==> src/rtl/rsv_pkg.sv <==
// Package: shared request encoding for the reservation monitor.
// Assumes a one-bit request kind field driven by the load/store unit.
package rsv_pkg;
    typedef enum logic {
        REQ_LOAD_RSV   = 1'b0,
        REQ_STORE_COND = 1'b1
    } req_kind_e;
endpackage

==> src/rtl/rsv_align_chk.sv <==
// Module: rsv_align_chk
// Tells whether an address is aligned to WORD_BYTES.
// Assumes WORD_BYTES is a power of two.
module rsv_align_chk #(
    parameter int ADDR_W     = 32,
    parameter int WORD_BYTES = 4
) (
    input  logic [ADDR_W-1:0] addr,
    output logic              aligned
);
    localparam int OFS_W = (WORD_BYTES > 1) ? $clog2(WORD_BYTES) : 0;

    generate
        if (OFS_W == 0) begin : g_byte
            logic unused_addr;
            // No offset bits: every address is aligned.
            assign unused_addr = &{1'b0, addr};
            assign aligned     = 1'b1;
        end else begin : g_word
            localparam logic [ADDR_W-1:0] LO_MASK = ADDR_W'((64'd1 << OFS_W) - 64'd1);
            // Aligned when all offset bits are zero.
            assign aligned = ((addr & LO_MASK) == '0);
        end
    endgenerate
endmodule

==> src/rtl/rsv_granule_cmp.sv <==
// Module: rsv_granule_cmp
// Tells whether two addresses fall in the same reservation granule.
// Assumes GRANULE_BYTES is a power of two.
module rsv_granule_cmp #(
    parameter int ADDR_W        = 32,
    parameter int GRANULE_BYTES = 16
) (
    input  logic [ADDR_W-1:0] addr_a,
    input  logic [ADDR_W-1:0] addr_b,
    output logic              same
);
    localparam int G_W = (GRANULE_BYTES > 1) ? $clog2(GRANULE_BYTES) : 0;
    localparam logic [ADDR_W-1:0] HI_MASK = ~ADDR_W'((64'd1 << G_W) - 64'd1);

    // Compare only the bits above the granule offset.
    assign same = ((addr_a & HI_MASK) == (addr_b & HI_MASK));
endmodule

==> src/rtl/rsv_store.sv <==
// Module: rsv_store
// Holds the reservation valid bit and its granule-aligned address.
// Assumes set has priority over clr. The address is meaningless while
// valid is low.
module rsv_store #(
    parameter int ADDR_W        = 32,
    parameter int GRANULE_BYTES = 16
) (
    input  logic              clk,
    input  logic              rst_n,
    input  logic              set,
    input  logic              clr,
    input  logic [ADDR_W-1:0] set_addr,
    output logic              valid,
    output logic [ADDR_W-1:0] addr
);
    localparam int G_W = (GRANULE_BYTES > 1) ? $clog2(GRANULE_BYTES) : 0;
    localparam logic [ADDR_W-1:0] HI_MASK = ~ADDR_W'((64'd1 << G_W) - 64'd1);

    // Valid bit: reset clears, set wins over clear.
    always_ff @(posedge clk) begin
        if (!rst_n)   valid <= 1'b0;
        else if (set) valid <= 1'b1;
        else if (clr) valid <= 1'b0;
    end

    // Address register: loads the granule base on a set.
    always_ff @(posedge clk) begin
        if (!rst_n)   addr <= '0;
        else if (set) addr <= set_addr & HI_MASK;
    end
endmodule

==> src/rtl/rsv_result.sv <==
// Module: rsv_result
// Registers the per-request results so that they appear one cycle after
// the request. Assumes its inputs are already qualified by the decoder.
module rsv_result (
    input  logic clk,
    input  logic rst_n,
    input  logic sc_fire,
    input  logic sc_pass,
    input  logic misaligned,
    output logic sc_done_valid,
    output logic sc_success,
    output logic align_fault
);
    // Result pulses: one cycle each, cleared by reset.
    always_ff @(posedge clk) begin
        if (!rst_n) begin
            sc_done_valid <= 1'b0;
            sc_success    <= 1'b0;
            align_fault   <= 1'b0;
        end else begin
            sc_done_valid <= sc_fire;
            sc_success    <= sc_fire & sc_pass;
            align_fault   <= misaligned;
        end
    end
endmodule

==> src/rtl/rsv_monitor.sv <==
// Module: rsv_monitor (top)
// Tracks one load-reserve / store-conditional reservation. It decodes the
// request, checks alignment, matches snoops by granule, updates the
// reservation and registers the results. Assumes at most one request and
// one snoop per cycle. A load-reserve beats a same-cycle snoop. A snoop is
// evaluated before a same-cycle store-conditional.
module rsv_monitor #(
    parameter int ADDR_W        = 32,
    parameter int WORD_BYTES    = 4,
    parameter int GRANULE_BYTES = 16
) (
    input  logic              clk,
    input  logic              rst_n,
    input  logic              req_valid,
    input  logic              req_type,
    input  logic [ADDR_W-1:0] req_addr,
    input  logic              wt_mode,
    input  logic              snoop_valid,
    input  logic [ADDR_W-1:0] snoop_addr,
    output logic              sc_done_valid,
    output logic              sc_success,
    output logic              align_fault,
    output logic              dsi_fault,
    output logic              dbg_rsv_valid,
    output logic [ADDR_W-1:0] dbg_rsv_addr
);
    import rsv_pkg::*;

    logic              req_aligned;
    logic              snoop_same;
    logic              snoop_hit;
    logic              lr_fire;
    logic              sc_fire;
    logic              misaligned;
    logic              rsv_valid;
    logic [ADDR_W-1:0] rsv_addr;
    logic              unused_wt;

    rsv_align_chk #(.ADDR_W(ADDR_W), .WORD_BYTES(WORD_BYTES)) u_align (
        .addr    (req_addr),
        .aligned (req_aligned)
    );

    rsv_granule_cmp #(.ADDR_W(ADDR_W), .GRANULE_BYTES(GRANULE_BYTES)) u_snoop_cmp (
        .addr_a (snoop_addr),
        .addr_b (rsv_addr),
        .same   (snoop_same)
    );

    // Request decode: qualify by kind and alignment.
    always_comb begin
        lr_fire    = req_valid && req_aligned && (req_kind_e'(req_type) == REQ_LOAD_RSV);
        sc_fire    = req_valid && req_aligned && (req_kind_e'(req_type) == REQ_STORE_COND);
        misaligned = req_valid && !req_aligned;
        snoop_hit  = snoop_valid && rsv_valid && snoop_same;
    end

    rsv_store #(.ADDR_W(ADDR_W), .GRANULE_BYTES(GRANULE_BYTES)) u_store (
        .clk      (clk),
        .rst_n    (rst_n),
        .set      (lr_fire),
        .clr      (sc_fire || snoop_hit),
        .set_addr (req_addr),
        .valid    (rsv_valid),
        .addr     (rsv_addr)
    );

    rsv_result u_result (
        .clk           (clk),
        .rst_n         (rst_n),
        .sc_fire       (sc_fire),
        .sc_pass       (rsv_valid && !snoop_hit),
        .misaligned    (misaligned),
        .sc_done_valid (sc_done_valid),
        .sc_success    (sc_success),
        .align_fault   (align_fault)
    );

    // Atomic accesses never raise a data-storage fault, write-through or not.
    assign unused_wt = &{1'b0, wt_mode};
    assign dsi_fault = 1'b0;

    assign dbg_rsv_valid = rsv_valid;
    assign dbg_rsv_addr  = rsv_addr;
endmodule

==> config.mk <==
export PLATFORM = sky130hd
export DESIGN_NAME = rsv_monitor
export DESIGN_NICKNAME = d
export VERILOG_FILES = /design/src/rtl/rsv_pkg.sv /design/src/rtl/rsv_align_chk.sv /design/src/rtl/rsv_granule_cmp.sv /design/src/rtl/rsv_store.sv /design/src/rtl/rsv_result.sv /design/src/rtl/rsv_monitor.sv
export SDC_FILE = /design/constraint.sdc
export NUM_CORES = 1
export LEC_CHECK = 0
export ABC_AREA = 1
export BUFFER_PORTS_ARGS = -buffer_cell sky130_fd_sc_hd__buf_2
export CAP_MARGIN = 20
export CORE_ASPECT_RATIO = 0.8
export CORE_UTILIZATION = 43
export CTS_CLUSTER_DIAMETER = 30
export DETAILED_ROUTE_END_ITERATION = 7
export HOLD_SLACK_MARGIN = 0.1
export MAX_ROUTING_LAYER = met4
export PLACE_DENSITY = 0.83
export SETUP_SLACK_MARGIN = 0.05
export SYNTH_ARGS = -nofsm -noshare
export SYNTH_HDL_FRONTEND = slang
export SYNTH_SLANG_ARGS = --single-unit
export TNS_END_PERCENT = 20
==> constraint.sdc <==
create_clock -name clk -period 1.4 [get_ports clk]
set_input_delay 0.07 -clock clk [delete_from_list [all_inputs] [get_ports clk]]
set_output_delay 0.07 -clock clk [all_outputs]
set_load 0.01 [all_outputs]
Word-level counts from Yosys, hierarchy flattened
Index checks and enable logic that the tools add are counted.
{"block": "classes", "n_eq_ne": 1, "mux": 2, "n_bitwise": 2, "reduce_logical": 12}
{"op": "logical NOT 32 bit", "count": 1}
{"op": "equality test 28 bit", "count": 1}
{"op": "logical AND 1 bit", "count": 7}
{"op": "logical NOT 1 bit", "count": 2}
{"op": "two-way mux 1 bit", "count": 2}
{"op": "nonzero test 2 bit", "count": 1}
{"op": "AND 1 bit", "count": 1}
{"op": "logical OR 1 bit", "count": 1}
{"op": "inverter 1 bit", "count": 1}
{"block": "totals", "regBits": 32, "input_bits": 70, "output_inout_bits": 37, "wordCells": 22}

Logic depth before layout (Yosys ltp)
{"block": "depth", "depth_word": 6, "ltp_mapped": 11, "depth_no_buf": 11}

Modules after synthesis
From an unflattened synthesis, not the netlist that was laid out.
{"block": "unflattened", "hier_cells": 285, "hier_area_um2": 1746.7}
{"mod": "rsv_store", "instances": 1, "cells_each": 132, "area_each_um2": 1063.5, "seq_area_each_um2": 580.6}
{"mod": "rsv_granule_cmp", "instances": 1, "cells_each": 132, "area_each_um2": 539.3, "seq_area_each_um2": 0.0}
{"mod": "rsv_result", "instances": 1, "cells_each": 9, "area_each_um2": 85.1, "seq_area_each_um2": 60.1}
{"mod": "rsv_monitor", "instances": 1, "cells_each": 11, "area_each_um2": 55.1, "seq_area_each_um2": 0.0}
{"mod": "rsv_align_chk", "instances": 1, "cells_each": 1, "area_each_um2": 3.8, "seq_area_each_um2": 0.0}

Worst setup path before layout
No wires, ideal clock.
{"block": "synth_path", "path_kind": "register to register", "startpoint": "register u_store.addr[5]", "endpoint": "register u_store.valid", "t_arrival_ns": 0.982, "required_ns": 1.281, "slack_ns": 0.299, "stages_incl_launch_ff": 12, "path_buffers": 0, "period_less_slack_ns": 1.101, "path_cell_list": "dfxtp_1 -> inv_1 -> nand2_1 -> nand2_1 -> inv_1 -> nand2_1 -> nor2_1 -> nand2_1 -> nor2_1 -> nand2_1 -> nand2_1 -> a21oi_2"}
{"block": "synth_between", "elab_chain_len": 4}
{"element": "start, declared", "line": "rsv_store.sv:15", "source": "output logic [ADDR_W-1:0] addr"}
{"element": "start signal, assigned", "line": "rsv_store.sv:30", "source": "else if (set) addr <= set_addr & HI_MASK;"}
{"element": "equality test 28 bit", "line": "rsv_granule_cmp.sv:16", "source": "assign same = ((addr_a & HI_MASK) == (addr_b & HI_MASK));"}
{"element": "logical AND 1 bit", "line": "rsv_monitor.sv:55", "source": "snoop_hit = snoop_valid && rsv_valid && snoop_same;"}
{"element": "logical OR 1 bit", "line": "rsv_monitor.sv:62", "source": ".clr (sc_fire || snoop_hit),"}
{"element": "nonzero test 2 bit (no source line)"}
{"element": "end signal, assigned", "line": "rsv_store.sv:22", "source": "if (!rst_n) valid <= 1'b0;"}
{"element": "end signal, assigned", "line": "rsv_store.sv:23", "source": "else if (set) valid <= 1'b1;"}
{"element": "end signal, assigned", "line": "rsv_store.sv:24", "source": "else if (clr) valid <= 1'b0;"}
{"element": "end, declared", "line": "rsv_store.sv:14", "source": "output logic valid,"}
Every way passes these cells.
A chain may end at the register's enable or synchronous reset.

Final worst setup path
{"block": "layout_path", "startpoint": "input port req_addr[1]", "endpoint": "register u_result.align_fault"}
{"block": "layout_between", "elab_chain_len": 3}
{"element": "start, declared", "line": "rsv_monitor.sv:16", "source": "input logic [ADDR_W-1:0] req_addr,"}
{"element": "logical NOT 32 bit", "line": "rsv_align_chk.sv:22", "source": "assign aligned = ((addr & LO_MASK) == '0);"}
{"element": "logical NOT 1 bit", "line": "rsv_monitor.sv:54", "source": "misaligned = req_valid && !req_aligned;"}
{"element": "logical AND 1 bit", "line": "rsv_monitor.sv:54"}
{"element": "end signal, assigned", "line": "rsv_result.sv:23", "source": "align_fault <= misaligned;"}
{"element": "end, declared", "line": "rsv_result.sv:12", "source": "output logic align_fault"}
Every way passes these cells.

==> impl_metrics.yaml <==
worst_setup_path:
  crit_path_max_fanout: 2
  worst_setup_path_start_kind: "input pin"
  setup.reg_to_reg.worst_slack_ns: 0.20
  setup.worst_path.start: "req_addr[1]"
  critPathRequiredTime_ns: 1.57
  cp.arrival_ns: 1.44
  endpoint: "u_result.align_fault"
  worst_setup_path_end_kind: "register"
  crit-reg2reg-capture: "u_store.valid"
  r2r_cells: 11
  path_class: "input pin to register"
  reg2reg_from: "u_store.addr[25]"
timing:
  post-route-min-period_ns: 1.272
  fin_hold_ws_ns: 0.1735
  timing.slew.headroom_pct: 61.98
  setup-violations-final: 0
  number_of_max_slew_violations_in_the_final_report: 0
  fin_tns_setup_ns: 0
  max_clock_freq_mhz: 786.0
  skew_final_ns: 0.002776
  layout_worst_path_cycle_share_pct: 90.88
  rsz_0062_raised_after_global_routing: "no"
  fin_ws_ns: 0.1277
  tightest_slew_ns: 0.5703
  timing.final.hold_violations: 0
hold_path:
  min-delay-path-class: "input pin to register"
logic_synthesis:
  synth_seq_cells: 32
  synth.most_common_cell: "sky130_fd_sc_hd__nand2_1"
  synth_largest_area_cell: "sky130_fd_sc_hd__dfxtp_1"
  synth-seq-area-share_pct: 36.47
  postSynth.topFlopCell: "sky130_fd_sc_hd__dfxtp_1"
  synthTopCellsByCount: "sky130_fd_sc_hd__nand2_1, sky130_fd_sc_hd__inv_1, sky130_fd_sc_hd__dfxtp_1"
  ys_warn_count: 0
  synth-async-reset-ratio_pct: 0
  avgSynthCellArea_um2: 6.411
  synth_top_cells_by_area: "sky130_fd_sc_hd__dfxtp_1, sky130_fd_sc_hd__nand2_1, sky130_fd_sc_hd__inv_1, sky130_fd_sc_hd__a21oi_1, sky130_fd_sc_hd__o21ai_1"
  synth.lib_cells_used.distinct: 21
  number_of_enable_flip_flop_cells_after_synthesis: 0
  mapped_cell_area_um2: 1757
  synth_cells: 274
  synth_top_area_share_pct: 36.47
clock_tree:
  number_of_buffers_inserted_during_clock_tree_synthesis: 5
  cts_tree: "built"
  insertion_delay_of_the_later_clocked_pin_in_the_worst_skew_pair_ns: 0.28
  cts.path.max_buffers: 2
  htreeDepth: 2
  worst_setup_hold_path_clk_slew_ns: 0.07
  cts_root_buf: "sky130_fd_sc_hd__clkbuf_8"
  cts.sinks: 32
  cts_setup_buffers: 0
placement:
  place_ws_ns: 0.1206
  buffer_ports.inserted: 94
  placement.cell_area_um2: 2215
  dp_hpwl_mm: 3.112
  gp_congestion: 0.7440
die:
  dieWidth_um: 73.46
  die_h_um: 59.17
  boundaryPins: 107
  starting_density_of_the_core_pct: 45.58
  design.die.area_um2: 4347
  rows: 20
  fp.coreArea_um2: 3854
status:
  outcome: "finished, final reports clean"
detailed_routing:
  route.final.wire_length_mm: 4.629
  wl_per_cell_um: 10.22
  first_iter_violations: 58
  route.detailed.vias_per_inst: 4.461
  routed-via-count: 2021
  detailedRoute.firstPassIterationCount: 4
  ant_nets: 0
  drc_errors: 0
global_route:
  first_global_vias: 1864
  grt_max_degree: 53
  globalRouteOverflowTotal: 0
  number_of_antenna_violations_at_the_first_check_in_global_routing: 0
  grt_first_pass_wirelength_mm: 7.396
  gr-usage-all-layers_pct: 23.12
pwr:
  irDropWorstVdd_mv: 0.4152
  power_after_layout_uw: 2131
  static-leakage-power_uw: 0.001420
  power_per_cell_area_nw_per_um2: 814.6
job:
  maxCapViolCount: 0
cells_and_area:
  stdcell_area_um2: 2616
  num-fill-cells: 366
  flow.area_growth_from_synthesis_pct: 48.93
  count_of_antenna_diodes_in_the_layout: 0
  num-nets-final: 468
  layout_cells_sized_above_1_pct: 29.15
[worst max-delay path, cell delays in order]
cell	delay, ns
sky130_fd_sc_hd__buf_2	0.10
sky130_fd_sc_hd__nor2_2	0.12
sky130_fd_sc_hd__dlygate4sd3_1	0.57
sky130_fd_sc_hd__nor2_1	0.04
sky130_fd_sc_hd__dlygate4sd3_1	0.54
[cell families (layout without fill, tap and decap cells)]
kind of cell           count (synthesis)  in the layout  synth area share (%)
flip-flops                            32             32                 36.47
XOR/XNOR                               5              5                 2.493
buffers and inverters                 71            191                 18.66
other                                  1              5                0.2135
AO/OA/AOI/OAI                         55             55                 17.38
AND/OR/NAND/NOR                      110            110                 24.79
[flip-flops by register name, summed over array words and instances (netlist names)]
signal / count
u_result.align_fault: 1
u_result.sc_done_valid: 1
u_result.sc_success: 1
u_store.addr: 28
u_store.valid: 1
[worst min path at each step]
stage,cells past startpoint,from,end
after global routing,5,req_valid,u_result.sc_done_valid
after global placement,3,req_addr[0],u_result.align_fault
after CTS,6,req_addr[0],u_result.sc_done_valid
after detailed placement,3,req_addr[0],u_result.align_fault
after floorplan,2,rst_n,u_store.addr[19]
final,6,req_addr[0],u_result.sc_done_valid
[layout by cell type (no fill, tap or decap)]
master                          synthesis  final
sky130_fd_sc_hd__a21oi_1               27     27
sky130_fd_sc_hd__a21oi_2                3      3
sky130_fd_sc_hd__buf_2                  1     94
sky130_fd_sc_hd__buf_4                  5      1
sky130_fd_sc_hd__clkbuf_8               0      7
sky130_fd_sc_hd__conb_1                 1      5
sky130_fd_sc_hd__dfxtp_1               32     32
sky130_fd_sc_hd__dlygate4sd3_1          0     30
sky130_fd_sc_hd__inv_1                 58     58
sky130_fd_sc_hd__inv_4                  1      1
sky130_fd_sc_hd__nand2_1               84     84
sky130_fd_sc_hd__nand2_2                1      1
sky130_fd_sc_hd__nand2_4                1      1
sky130_fd_sc_hd__nand3_1                8      8
sky130_fd_sc_hd__nor2_1                15     13
sky130_fd_sc_hd__nor2_2                 1      3
sky130_fd_sc_hd__o21ai_0                4      4
sky130_fd_sc_hd__o21ai_1               16     16
sky130_fd_sc_hd__o21ai_2                5      5
sky130_fd_sc_hd__xnor2_1                3      3
sky130_fd_sc_hd__xor2_1                 2      2
[per-layer routing]
layer  share of wire, %  wire, µm  GRT usage, %
met5                  0         0             -
met2                 48      2229         41.94
met4                1.6        76         7.967
met1                 44      2017         24.95
met3                6.6       305         5.102
[cell type report]
class                      count  area [µm²]  share of cell area (%)
sequential                    32       640.6                   24.49
tap                           55       68.82                   2.630
multi-input combinational    175       808.3                   30.89
inverter                      59       224.0                   8.561
clock buffer                   7       96.34                   3.682
timing repair buffer         125       778.2                   29.75
[power breakdown]
part	switching (µW)	internal [µW]
Combinational	198	206
Sequential	19.3	940
Clock	330	438
Total	547	1580
[stage by stage]
stage / std cells / utilization (%)
after floorplan: 278 / -
after global placement: 416 / 57.47
after detailed placement: 416 / 57.47
after CTS: 453 / 67.76
after global routing: 453 / 67.89
final: 453 / 67.89
[what timing repair did]
| item | 4_1_cts | 5_1_grt |
|---|---|---|
| hold endpoints to repair | 29 | 0 |
| hold buffers | 30 | 0 |
| gates resized for setup | 0 | 2 |
| endpoints found under the setup margin | 0 | 2 |
(Power assumes the default switching activity.)
